<file path="src/rtl/sram_lane_pkg.sv">
package sram_lane_pkg;

    typedef enum logic [2:0] {
        ST_IDLE  = 3'd0,
        ST_WSET  = 3'd1,
        ST_WPUL  = 3'd2,
        ST_WHLD  = 3'd3,
        ST_RWAIT = 3'd4,
        ST_TURN  = 3'd5
    } seq_state_t;

endpackage

</file>
<file path="src/rtl/sram_lane_mask.sv">
module sram_lane_mask #(
    parameter int LANES = 2
) (
    input  logic [LANES-1:0]   host_be,
    input  logic [LANES-1:0]   act_bl_n,
    input  logic [LANES*8-1:0] raw_rd,
    output logic [LANES-1:0]   host_bl_n,
    output logic [LANES*8-1:0] rd_masked
);

    // One slice per byte lane: host enable to strobe, bus byte to masked byte
    for (genvar i = 0; i < LANES; i++) begin : g_lane
        assign host_bl_n[i]         = ~host_be[i];
        assign rd_masked[i*8 +: 8]  = act_bl_n[i] ? 8'h00 : raw_rd[i*8 +: 8];
    end

endmodule

</file>
<file path="src/rtl/sram_lane_seq.sv">
module sram_lane_seq
    import sram_lane_pkg::*;
#(
    parameter int ADDR_W   = 18,
    parameter int DATA_W   = 16,
    parameter int WR_PULSE = 1,
    parameter int RD_WAIT  = 2,
    parameter int TURN     = 1
) (
    input  logic                 clk,
    input  logic                 rst_n,
    input  logic                 req_valid,
    input  logic                 req_write,
    input  logic [ADDR_W-1:0]    req_addr,
    input  logic [DATA_W-1:0]    req_wdata,
    input  logic [DATA_W/8-1:0]  host_bl_n,
    input  logic [DATA_W-1:0]    rd_masked,
    output logic                 req_ready,
    output logic                 rsp_rvalid,
    output logic [DATA_W-1:0]    rsp_rdata,
    output logic                 rsp_wdone,
    output logic                 mem_ce_n,
    output logic                 mem_oe_n,
    output logic                 mem_we_n,
    output logic [DATA_W/8-1:0]  mem_bl_n,
    output logic [ADDR_W-1:0]    mem_addr,
    output logic [DATA_W-1:0]    mem_dq_out,
    output logic                 mem_dq_oe
);

    localparam int LANES = DATA_W / 8;
    localparam int MAXC  = (WR_PULSE > RD_WAIT) ? ((WR_PULSE > TURN) ? WR_PULSE : TURN)
                                                : ((RD_WAIT > TURN) ? RD_WAIT : TURN);
    localparam int CNT_W = $clog2(MAXC + 1);

    typedef struct packed {
        seq_state_t        st;
        logic [CNT_W-1:0]  cnt;
        logic [ADDR_W-1:0] addr;
        logic [DATA_W-1:0] wdata;
        logic [LANES-1:0]  bl_n;
        logic              ce_n;
        logic              oe_n;
        logic              we_n;
        logic              dq_oe;
        logic [DATA_W-1:0] rdata;
        logic              rvalid;
        logic              wdone;
    } seq_t;

    localparam seq_t SEQ_RST = '{
        st: ST_IDLE, cnt: '0, addr: '0, wdata: '0, bl_n: '1,
        ce_n: 1'b1, oe_n: 1'b1, we_n: 1'b1, dq_oe: 1'b0,
        rdata: '0, rvalid: 1'b0, wdone: 1'b0
    };

    seq_t seq_d, seq_q;

    always_comb begin
        seq_d        = seq_q;
        seq_d.rvalid = 1'b0;
        seq_d.wdone  = 1'b0;
        case (seq_q.st)
            ST_IDLE: begin
                if (req_valid) begin
                    seq_d.addr  = req_addr;
                    seq_d.wdata = req_wdata;
                    seq_d.bl_n  = host_bl_n;
                    seq_d.ce_n  = 1'b0;
                    if (req_write) begin
                        seq_d.st    = ST_WSET;
                        seq_d.dq_oe = 1'b1;
                    end else begin
                        seq_d.st   = ST_RWAIT;
                        seq_d.oe_n = 1'b0;
                        seq_d.cnt  = CNT_W'(RD_WAIT - 1);
                    end
                end
            end
            ST_WSET: begin
                seq_d.st   = ST_WPUL;
                seq_d.we_n = 1'b0;
                seq_d.cnt  = CNT_W'(WR_PULSE - 1);
            end
            ST_WPUL: begin
                if (seq_q.cnt == '0) begin
                    seq_d.st   = ST_WHLD;
                    seq_d.we_n = 1'b1;
                end else begin
                    seq_d.cnt = seq_q.cnt - 1'b1;
                end
            end
            ST_WHLD: begin
                seq_d.st    = ST_IDLE;
                seq_d.ce_n  = 1'b1;
                seq_d.dq_oe = 1'b0;
                seq_d.bl_n  = '1;
                seq_d.wdone = 1'b1;
            end
            ST_RWAIT: begin
                if (seq_q.cnt == '0) begin
                    seq_d.rdata  = rd_masked;
                    seq_d.rvalid = 1'b1;
                    seq_d.ce_n   = 1'b1;
                    seq_d.oe_n   = 1'b1;
                    seq_d.bl_n   = '1;
                    if (TURN > 0) begin
                        seq_d.st  = ST_TURN;
                        seq_d.cnt = CNT_W'(TURN - 1);
                    end else begin
                        seq_d.st = ST_IDLE;
                    end
                end else begin
                    seq_d.cnt = seq_q.cnt - 1'b1;
                end
            end
            ST_TURN: begin
                if (seq_q.cnt == '0) seq_d.st = ST_IDLE;
                else                 seq_d.cnt = seq_q.cnt - 1'b1;
            end
            default: seq_d = SEQ_RST;
        endcase
    end

    always_ff @(posedge clk or negedge rst_n) begin
        if (!rst_n) seq_q <= SEQ_RST;
        else        seq_q <= seq_d;
    end

    assign req_ready  = (seq_q.st == ST_IDLE);
    assign rsp_rvalid = seq_q.rvalid;
    assign rsp_rdata  = seq_q.rdata;
    assign rsp_wdone  = seq_q.wdone;
    assign mem_ce_n   = seq_q.ce_n;
    assign mem_oe_n   = seq_q.oe_n;
    assign mem_we_n   = seq_q.we_n;
    assign mem_bl_n   = seq_q.bl_n;
    assign mem_addr   = seq_q.addr;
    assign mem_dq_out = seq_q.wdata;
    assign mem_dq_oe  = seq_q.dq_oe;


    idle_quiet_chk: assert property (@(posedge clk) disable iff (!rst_n)
        req_ready |-> (mem_ce_n && mem_oe_n && mem_we_n && !mem_dq_oe && (&mem_bl_n)));


    wr_data_stable_chk: assert property (@(posedge clk) disable iff (!rst_n)
        !mem_we_n |-> (mem_dq_oe && $stable(mem_dq_out) && $stable(mem_addr) && $stable(mem_bl_n)));


    we_under_ce_chk: assert property (@(posedge clk) disable iff (!rst_n)
        !mem_we_n |-> !mem_ce_n);


    no_contention_chk: assert property (@(posedge clk) disable iff (!rst_n)
        !mem_oe_n |-> !mem_dq_oe);


    rvalid_pulse_chk: assert property (@(posedge clk) disable iff (!rst_n)
        rsp_rvalid |=> !rsp_rvalid);


    wdone_pulse_chk: assert property (@(posedge clk) disable iff (!rst_n)
        rsp_wdone |=> !rsp_wdone);


    accept_busy_chk: assert property (@(posedge clk) disable iff (!rst_n)
        (req_valid && req_ready) |=> !req_ready);

endmodule

</file>
<file path="src/rtl/sram_lane_ctrl.sv">
module sram_lane_ctrl #(
    parameter int ADDR_W   = 18,
    parameter int DATA_W   = 16,
    parameter int WR_PULSE = 1,
    parameter int RD_WAIT  = 2,
    parameter int TURN     = 1
) (
    input  logic                 clk,
    input  logic                 rst_n,
    input  logic                 req_valid,
    output logic                 req_ready,
    input  logic                 req_write,
    input  logic [ADDR_W-1:0]    req_addr,
    input  logic [DATA_W-1:0]    req_wdata,
    input  logic [DATA_W/8-1:0]  req_be,
    output logic                 rsp_rvalid,
    output logic [DATA_W-1:0]    rsp_rdata,
    output logic                 rsp_wdone,
    output logic                 mem_ce_n,
    output logic                 mem_oe_n,
    output logic                 mem_we_n,
    output logic [DATA_W/8-1:0]  mem_bl_n,
    output logic [ADDR_W-1:0]    mem_addr,
    output logic [DATA_W-1:0]    mem_dq_out,
    output logic                 mem_dq_oe,
    input  logic [DATA_W-1:0]    mem_dq_in
);

    localparam int LANES = DATA_W / 8;

    logic [LANES-1:0]  host_bl_n;
    logic [DATA_W-1:0] rd_masked;
    logic [LANES-1:0]  act_bl_n;

    assign mem_bl_n = act_bl_n;

    sram_lane_mask #(.LANES(LANES)) u_mask (
        .host_be   (req_be),
        .act_bl_n  (act_bl_n),
        .raw_rd    (mem_dq_in),
        .host_bl_n (host_bl_n),
        .rd_masked (rd_masked)
    );

    sram_lane_seq #(
        .ADDR_W   (ADDR_W),
        .DATA_W   (DATA_W),
        .WR_PULSE (WR_PULSE),
        .RD_WAIT  (RD_WAIT),
        .TURN     (TURN)
    ) u_seq (
        .clk        (clk),
        .rst_n      (rst_n),
        .req_valid  (req_valid),
        .req_write  (req_write),
        .req_addr   (req_addr),
        .req_wdata  (req_wdata),
        .host_bl_n  (host_bl_n),
        .rd_masked  (rd_masked),
        .req_ready  (req_ready),
        .rsp_rvalid (rsp_rvalid),
        .rsp_rdata  (rsp_rdata),
        .rsp_wdone  (rsp_wdone),
        .mem_ce_n   (mem_ce_n),
        .mem_oe_n   (mem_oe_n),
        .mem_we_n   (mem_we_n),
        .mem_bl_n   (act_bl_n),
        .mem_addr   (mem_addr),
        .mem_dq_out (mem_dq_out),
        .mem_dq_oe  (mem_dq_oe)
    );

endmodule

</file>
<file path="config.mk">
export PLATFORM = sky130hd
export DESIGN_NAME = sram_lane_ctrl
export DESIGN_NICKNAME = d
export VERILOG_FILES = /design/src/rtl/sram_lane_pkg.sv /design/src/rtl/sram_lane_mask.sv /design/src/rtl/sram_lane_seq.sv /design/src/rtl/sram_lane_ctrl.sv
export SDC_FILE = /design/constraint.sdc
export NUM_CORES = 1
export LEC_CHECK = 0
export BUFFER_PORTS_ARGS = -buffer_cell sky130_fd_sc_hd__buf_2
export CORE_ASPECT_RATIO = 1.2
export CORE_MARGIN = 2
export CORE_UTILIZATION = 41
export DETAILED_ROUTE_END_ITERATION = 7
export PLACE_DENSITY = 0.68
export REMOVE_ABC_BUFFERS = 1
export SLEW_MARGIN = 20
export SYNTH_ARGS = -nofsm -noshare
export SYNTH_HDL_FRONTEND = slang
export SYNTH_SLANG_ARGS = --single-unit
export TNS_END_PERCENT = 30
</file>
<file path="constraint.sdc">
create_clock -name clk -period 4.2 [get_ports clk]
set_clock_uncertainty 0.2 [all_clocks]
set_input_delay 0.42 -clock clk [delete_from_list [all_inputs] [get_ports clk]]
set_output_delay 0.42 -clock clk [all_outputs]
set_load 0.005 [all_outputs]
</file>
* After elaboration in Yosys (flattened, before gate mapping)
Cells that the tools add are included.
** Storage, ports and cells
- Bits in registers :: 63
- Input port bits :: 56
- Output and inout port bits :: 59
- Logic and storage cells :: 76
** Cells by class
- Add/subtract/negate cells :: 1
- Equal/unequal tests :: 12
- Muxes and demuxes :: 25
- Bitwise logic cells :: 9
- Reductions and logical operators :: 17
** Operator list (number)
- case mux 34 bit (2 select lines) :: 1
- two-way mux 43 bit :: 1
- case mux 17 bit (2 select lines) :: 1
- two-way mux 17 bit :: 1
- two-way mux 8 bit :: 2
- case mux 3 bit (5 select lines) :: 1
- two-way mux 3 bit :: 4
- AND reduction 4 bit :: 3
- OR reduction 4 bit :: 3
- OR reduction 5 bit :: 2
- NOT 1 bit :: 9
- case mux 3 bit (3 select lines) :: 1
- != test 2 x 1 -> 1 bit, second input constant :: 4
- case mux 2 bit (4 select lines) :: 1
- == test 3 x 2 -> 1 bit, second input constant :: 2
- == test 3 bit, second input constant :: 2
- two-way mux 2 bit :: 3
- != test 2 bit, second input constant :: 3
- case mux 1 bit (3 select lines) :: 2
- AND reduction 2 bit :: 3
- AND reduction 3 bit :: 2
- two-way mux 1 bit :: 5
- two-way mux 4 bit :: 1
- == test 3 x 1 -> 1 bit, second input constant :: 1
- 6 further kinds :: 6

* Logic depth before layout (Yosys ltp)
- Depth in word-level cells :: 4
- Gate-level depth with buffers :: 7
- Depth with buffers taken out :: 6

* Modules after synthesis
Synthesis repeated with hierarchy kept, for this count alone.
** Second synthesis, totals
- Cell total of the unflattened synthesis :: 334
- Area, all modules :: 3258.1 um2
** By module, submodules not included
- sram_lane_seq :: times used 1, cells an instance 316, area an instance 3150.5 um2
- sram_lane_mask :: times used 1, cells an instance 18, area an instance 107.6 um2

* Worst setup path before layout
Ideal clock, no wire load.
- Kind :: reg2reg
- From :: reg u_seq.seq_q[58] (netlist bit)
- To :: reg u_seq.seq_q, in the netlist u_seq.rsp_rdata[10]
- Arrival time :: 1.678 ns
- Data required time :: 3.934 ns
- Slack :: 2.256 ns
- Cell stages (with the launch flop) :: 8
- Period minus slack after synthesis :: 1.944 ns
- Path through :: dfrtp_1 -> inv_1 -> ha_1 -> buf_2 -> nor2b_1 -> o21ai_1 -> buf_2 -> a22o_1
** On the way
- Word-level cells in the longest chain between the ends :: 3
** Ends and longest elaborated chain
- from (decl) :: RTL line sram_lane_seq.sv:57 : seq_t seq_d, seq_q;
- from (signal assigned) :: RTL line sram_lane_seq.sv:127 : else seq_q <= seq_d;
- logical NOT 2 bit :: RTL line sram_lane_seq.sv:101 : if (seq_q.cnt == '0) begin
- != test 2 x 1 -> 1 bit (no line)
- AND reduction 2 bit (no line)
No other way between the ends.
A chain may end at the register's enable or synchronous reset.

* Final worst setup path
- From :: reg u_seq.seq_q[61] (netlist bit)
- To :: out req_ready
** On the way
- Word-level cells in the longest chain between the ends :: 1
** Ends and longest elaborated chain
- logical NOT 3 bit :: RTL line sram_lane_seq.sv:130 : assign req_ready = (seq_q.st == ST_IDLE);
- to (decl) :: RTL line sram_lane_ctrl.sv:11 : output logic req_ready,
No other way between the ends.

==> impl_metrics.tcl <==
set metrics [dict create \
    p_per_area_nw_per_um2 697 \
    grt.overflow.total 0 \
    synth_seq_cells 63 \
    synth_area_um2 3070 \
    switchingPower_w 0.000905 \
    slew_headroom_pct 53.1 \
    grt-busiest-layer "met2" \
    final_min_period_over_clock_period_pct 59.2 \
    yosysSeqAreaShare_pct 51.5 \
    synth_top_flop_cell "dfrtp_1" \
    path_class "reg2out" \
    die_area_um2 8210 \
    grt_pass1_wl_um 10300 \
    p_clk_share_pct 23.5 \
    synth_edf_count 0 \
    cts_max_level 3 \
    worst_pin_slew_ns 0.704 \
    cts_tree "yes" \
    postCtsSetupBuffers 0 \
    finalSetupTns_ns 0 \
    rsz0062_at_grt "no" \
    p_int_w 0.00155 \
    start_util_pct 42.3 \
    status "completed" \
    yosysWarnings 0 \
    cts_repair_resize_count 0 \
    place_congestion 0.754 \
    yosysUniqueCellTypes 34 \
    cts_buffer_depth 2 \
    cts_buffers 9 \
    syn_to_final_growth_pct 14.4 \
    gr-usage-met2_pct 25.0 \
    rows 34 \
    nNetsFinal 437 \
    drt_iter0_drc 154 \
    core_area_um2 7270 \
    worstPathRequired_ns 3.58 \
    grt_pass1_vias 2144 \
    drcViolationCount 0 \
    setup_viol 0 \
    place_hpwl_um 4420 \
    syn_inst 319 \
    crit_arrival_ns 1.87 \
    grt_use_met1_pct 20.0 \
    synthArstFlopShare_pct 100 \
    switching_share_pct 36.9 \
    slew_violations 0 \
    cap_viol_max_count 0 \
    fmax_mhz 402 \
    period_minus_slack_ns 2.49 \
    num-fill-cells 697 \
    wl_per_cell_um 13.3 \
    hp-class "in2reg" \
    path_clk_slew_ns 0.07 \
    grt_usage_pct 15.7 \
    multi_input_area_um2 987 \
    endpoint_kind "output port" \
    die_w_um 83.0 \
    avgViaCountPerCell 4.77 \
    p_leak_nw 1.83 \
    die_y_um 98.9 \
    antenna_found_initial 0 \
    clock-sinks 63 \
    grt_max_degree 69 \
    worstPathMaxFanout 21 \
    finalHoldViolations 0 \
    diodes 0 \
    dpl_cell_area_um2 3290 \
    num_io_pins 115 \
    clkLatencyLatePin_ns 0.33 \
    io_buffers 114 \
    synth.avg_cell_area_um2 9.64 \
    via_count 2255 \
    dr.pass1.iters 4 \
    seqCellArea_um2 1580 \
    drt_wl_total_um 6310 \
    seqPwrFrac_pct 40.4 \
    final_area_um2 3520 \
    reg2reg_slack_ns 1.89 \
    ant_nets 0 \
    combPwrFrac_pct 36.1 \
    whs_ns 0.0188 \
    drive_gt1_share_pct 37.9 \
    ir_drop_mv 0.304 \
    cts_root_buf "clkbuf_8" \
    met3_usage_pct 4.27 \
    cp-start-kind "flop" \
]
## placed cells by master (no fill, tap or decap), types with 2 or more instances in the layout
| cell type | instances |
|---|---|
| buf_2 | 114 |
| nand2_1 | 75 |
| dfrtp_1 | 58 |
| o21ai_0 | 21 |
| o21ai_1 | 20 |
| a22o_1 | 17 |
| clkbuf_8 | 9 |
| a21oi_1 | 7 |
| nor2_1 | 6 |
| inv_1 | 5 |
| dfstp_2 | 5 |
| nor2b_1 | 3 |
| xnor2_1 | 3 |
| a2bb2oi_1 | 3 |
| ha_1 | 3 |
| clkinv_2 | 3 |
| buf_4 | 3 |
| nand2b_1 | 2 |
| nand3_1 | 2 |
| nor2_2 | 2 |
| mux2_2 | 2 |
| nor3_1 | 2 |
| bufinv_16 | 2 |
## metal layers
| layer | up-vias | wire, um |
|---|---|---|
| met2 | 66 | 3060 |
| met1 | 1046 | 2800 |
| met4 | 0 | 144 |
| met3 | 12 | 301 |
| met5 | - | 0 |
| li1 | 1131 | - |
## power by group through the flow
| stage | sequential (W) | combinational [W] | clock [W] |
|---|---|---|---|
| after floorplan | 0.000994 | 0.000526 | 0 |
| after global routing | 0.00103 | 0.00101 | 0.000612 |
| after detailed placement | 0.000998 | 0.000902 | 0 |
| after global placement | 0.000997 | 0.000875 | 0 |
| after CTS | 0.000991 | 0.000903 | 0.000584 |
| final | 0.000992 | 0.000884 | 0.000576 |
## what timing repair did
action                     CTS  global route
setup endpoints to repair    0             0
hold buffers                 1             0
hold endpoints to repair    26             0
## metrics by stage
| stage | utilization, % | worst slack [ns] | power [W] | cells |
|---|---|---|---|---|
| 2_1_floorplan | - | 1.27 | 0.00152 | 249 |
| 3_3_place_gp | 45.2 | 1.81 | 0.00187 | 456 |
| 3_5_place_dp | 45.2 | 1.68 | 0.00190 | 456 |
| 4_1_cts | 48.3 | 1.64 | 0.00248 | 473 |
| 5_1_grt | 48.3 | 1.53 | 0.00265 | 473 |
| 6_report | 48.3 | 1.71 | 0.00245 | 473 |
## synthesized netlist by cell type (2+ instances only)
master     count  share of area (%)
a21oi_1        7                1.1
a22o_1        17                4.8
a2bb2oi_1      3               0.85
buf_2         10                1.6
buf_4         53                 13
buf_6          2               0.73
clkbuf_1       5               0.61
dfrtp_1       58                 47
dfstp_2        5                4.3
ha_1           3                1.2
inv_1          5               0.61
mux2_2         2               0.73
nand2_1       75                9.2
nand2b_1       2               0.41
nand3_1        2               0.33
nor2_1         6               0.73
nor2_2         2               0.41
nor2b_1        3               0.61
nor3_1         2               0.33
o21ai_0       21                3.4
o21ai_1       21                3.4
xnor2_1        3               0.85
## sequential cells by signal, indices dropped and copies added, names as in the netlist
| name | cells |
|---|---|
| u_seq.mem_dq_oe | 1 |
| u_seq.mem_we_n | 1 |
| u_seq.rsp_rdata | 16 |
| u_seq.mem_addr | 18 |
| u_seq.mem_ce_n | 1 |
| u_seq.mem_oe_n | 1 |
| u_seq.rsp_wdone | 1 |
| u_seq.mem_dq_out | 16 |
| u_seq.seq_q | 5 |
| u_seq.rsp_rvalid | 1 |
| u_seq.mem_bl_n | 2 |
## critical path: stages, from the launching register on
cell and delay, ns:
dfrtp_1 0.64, nor3_4 0.66, buf_2 0.23
## worst paths after layout
path                                   start  cells after the start            endpoint
hold reg to reg            u_seq.mem_addr[7]                      2   u_seq.mem_addr[7]
min in group asynchronous              rst_n                      2  u_seq.mem_addr[17]
max in group asynchronous              rst_n                      3   u_seq.mem_bl_n[0]
setup / recovery             u_seq.seq_q[61]                      2           req_ready
setup reg to reg             u_seq.seq_q[61]                      5  u_seq.mem_addr[10]
hold / removal                     req_be[0]                      2   u_seq.mem_bl_n[0]
## cells by family (layout without fill, tap and decap cells)
logic type      after synthesis  in the layout  share of synthesized area (%)
compound gates               78             78                           16.2
xor+xnor                      3              3                          0.855
fa+ha+maj                     3              3                           1.22
buf+inv                      75            139                           16.5
flops                        63             63                           51.5
mux                           2              2                          0.733
simple gates                 95             95                           13.0
## layout make-up
cell class,count,area share [%]
Inverter,5,0.534
Tap cell,90,3.20
Clock buffer,10,3.63
Sequential cell,63,45.0
Multi-Input combinational cell,181,28.1
Timing Repair Buffer,118,17.2
Clock inverter,6,2.38
Note: power is estimated with default switching activity, not from simulation.
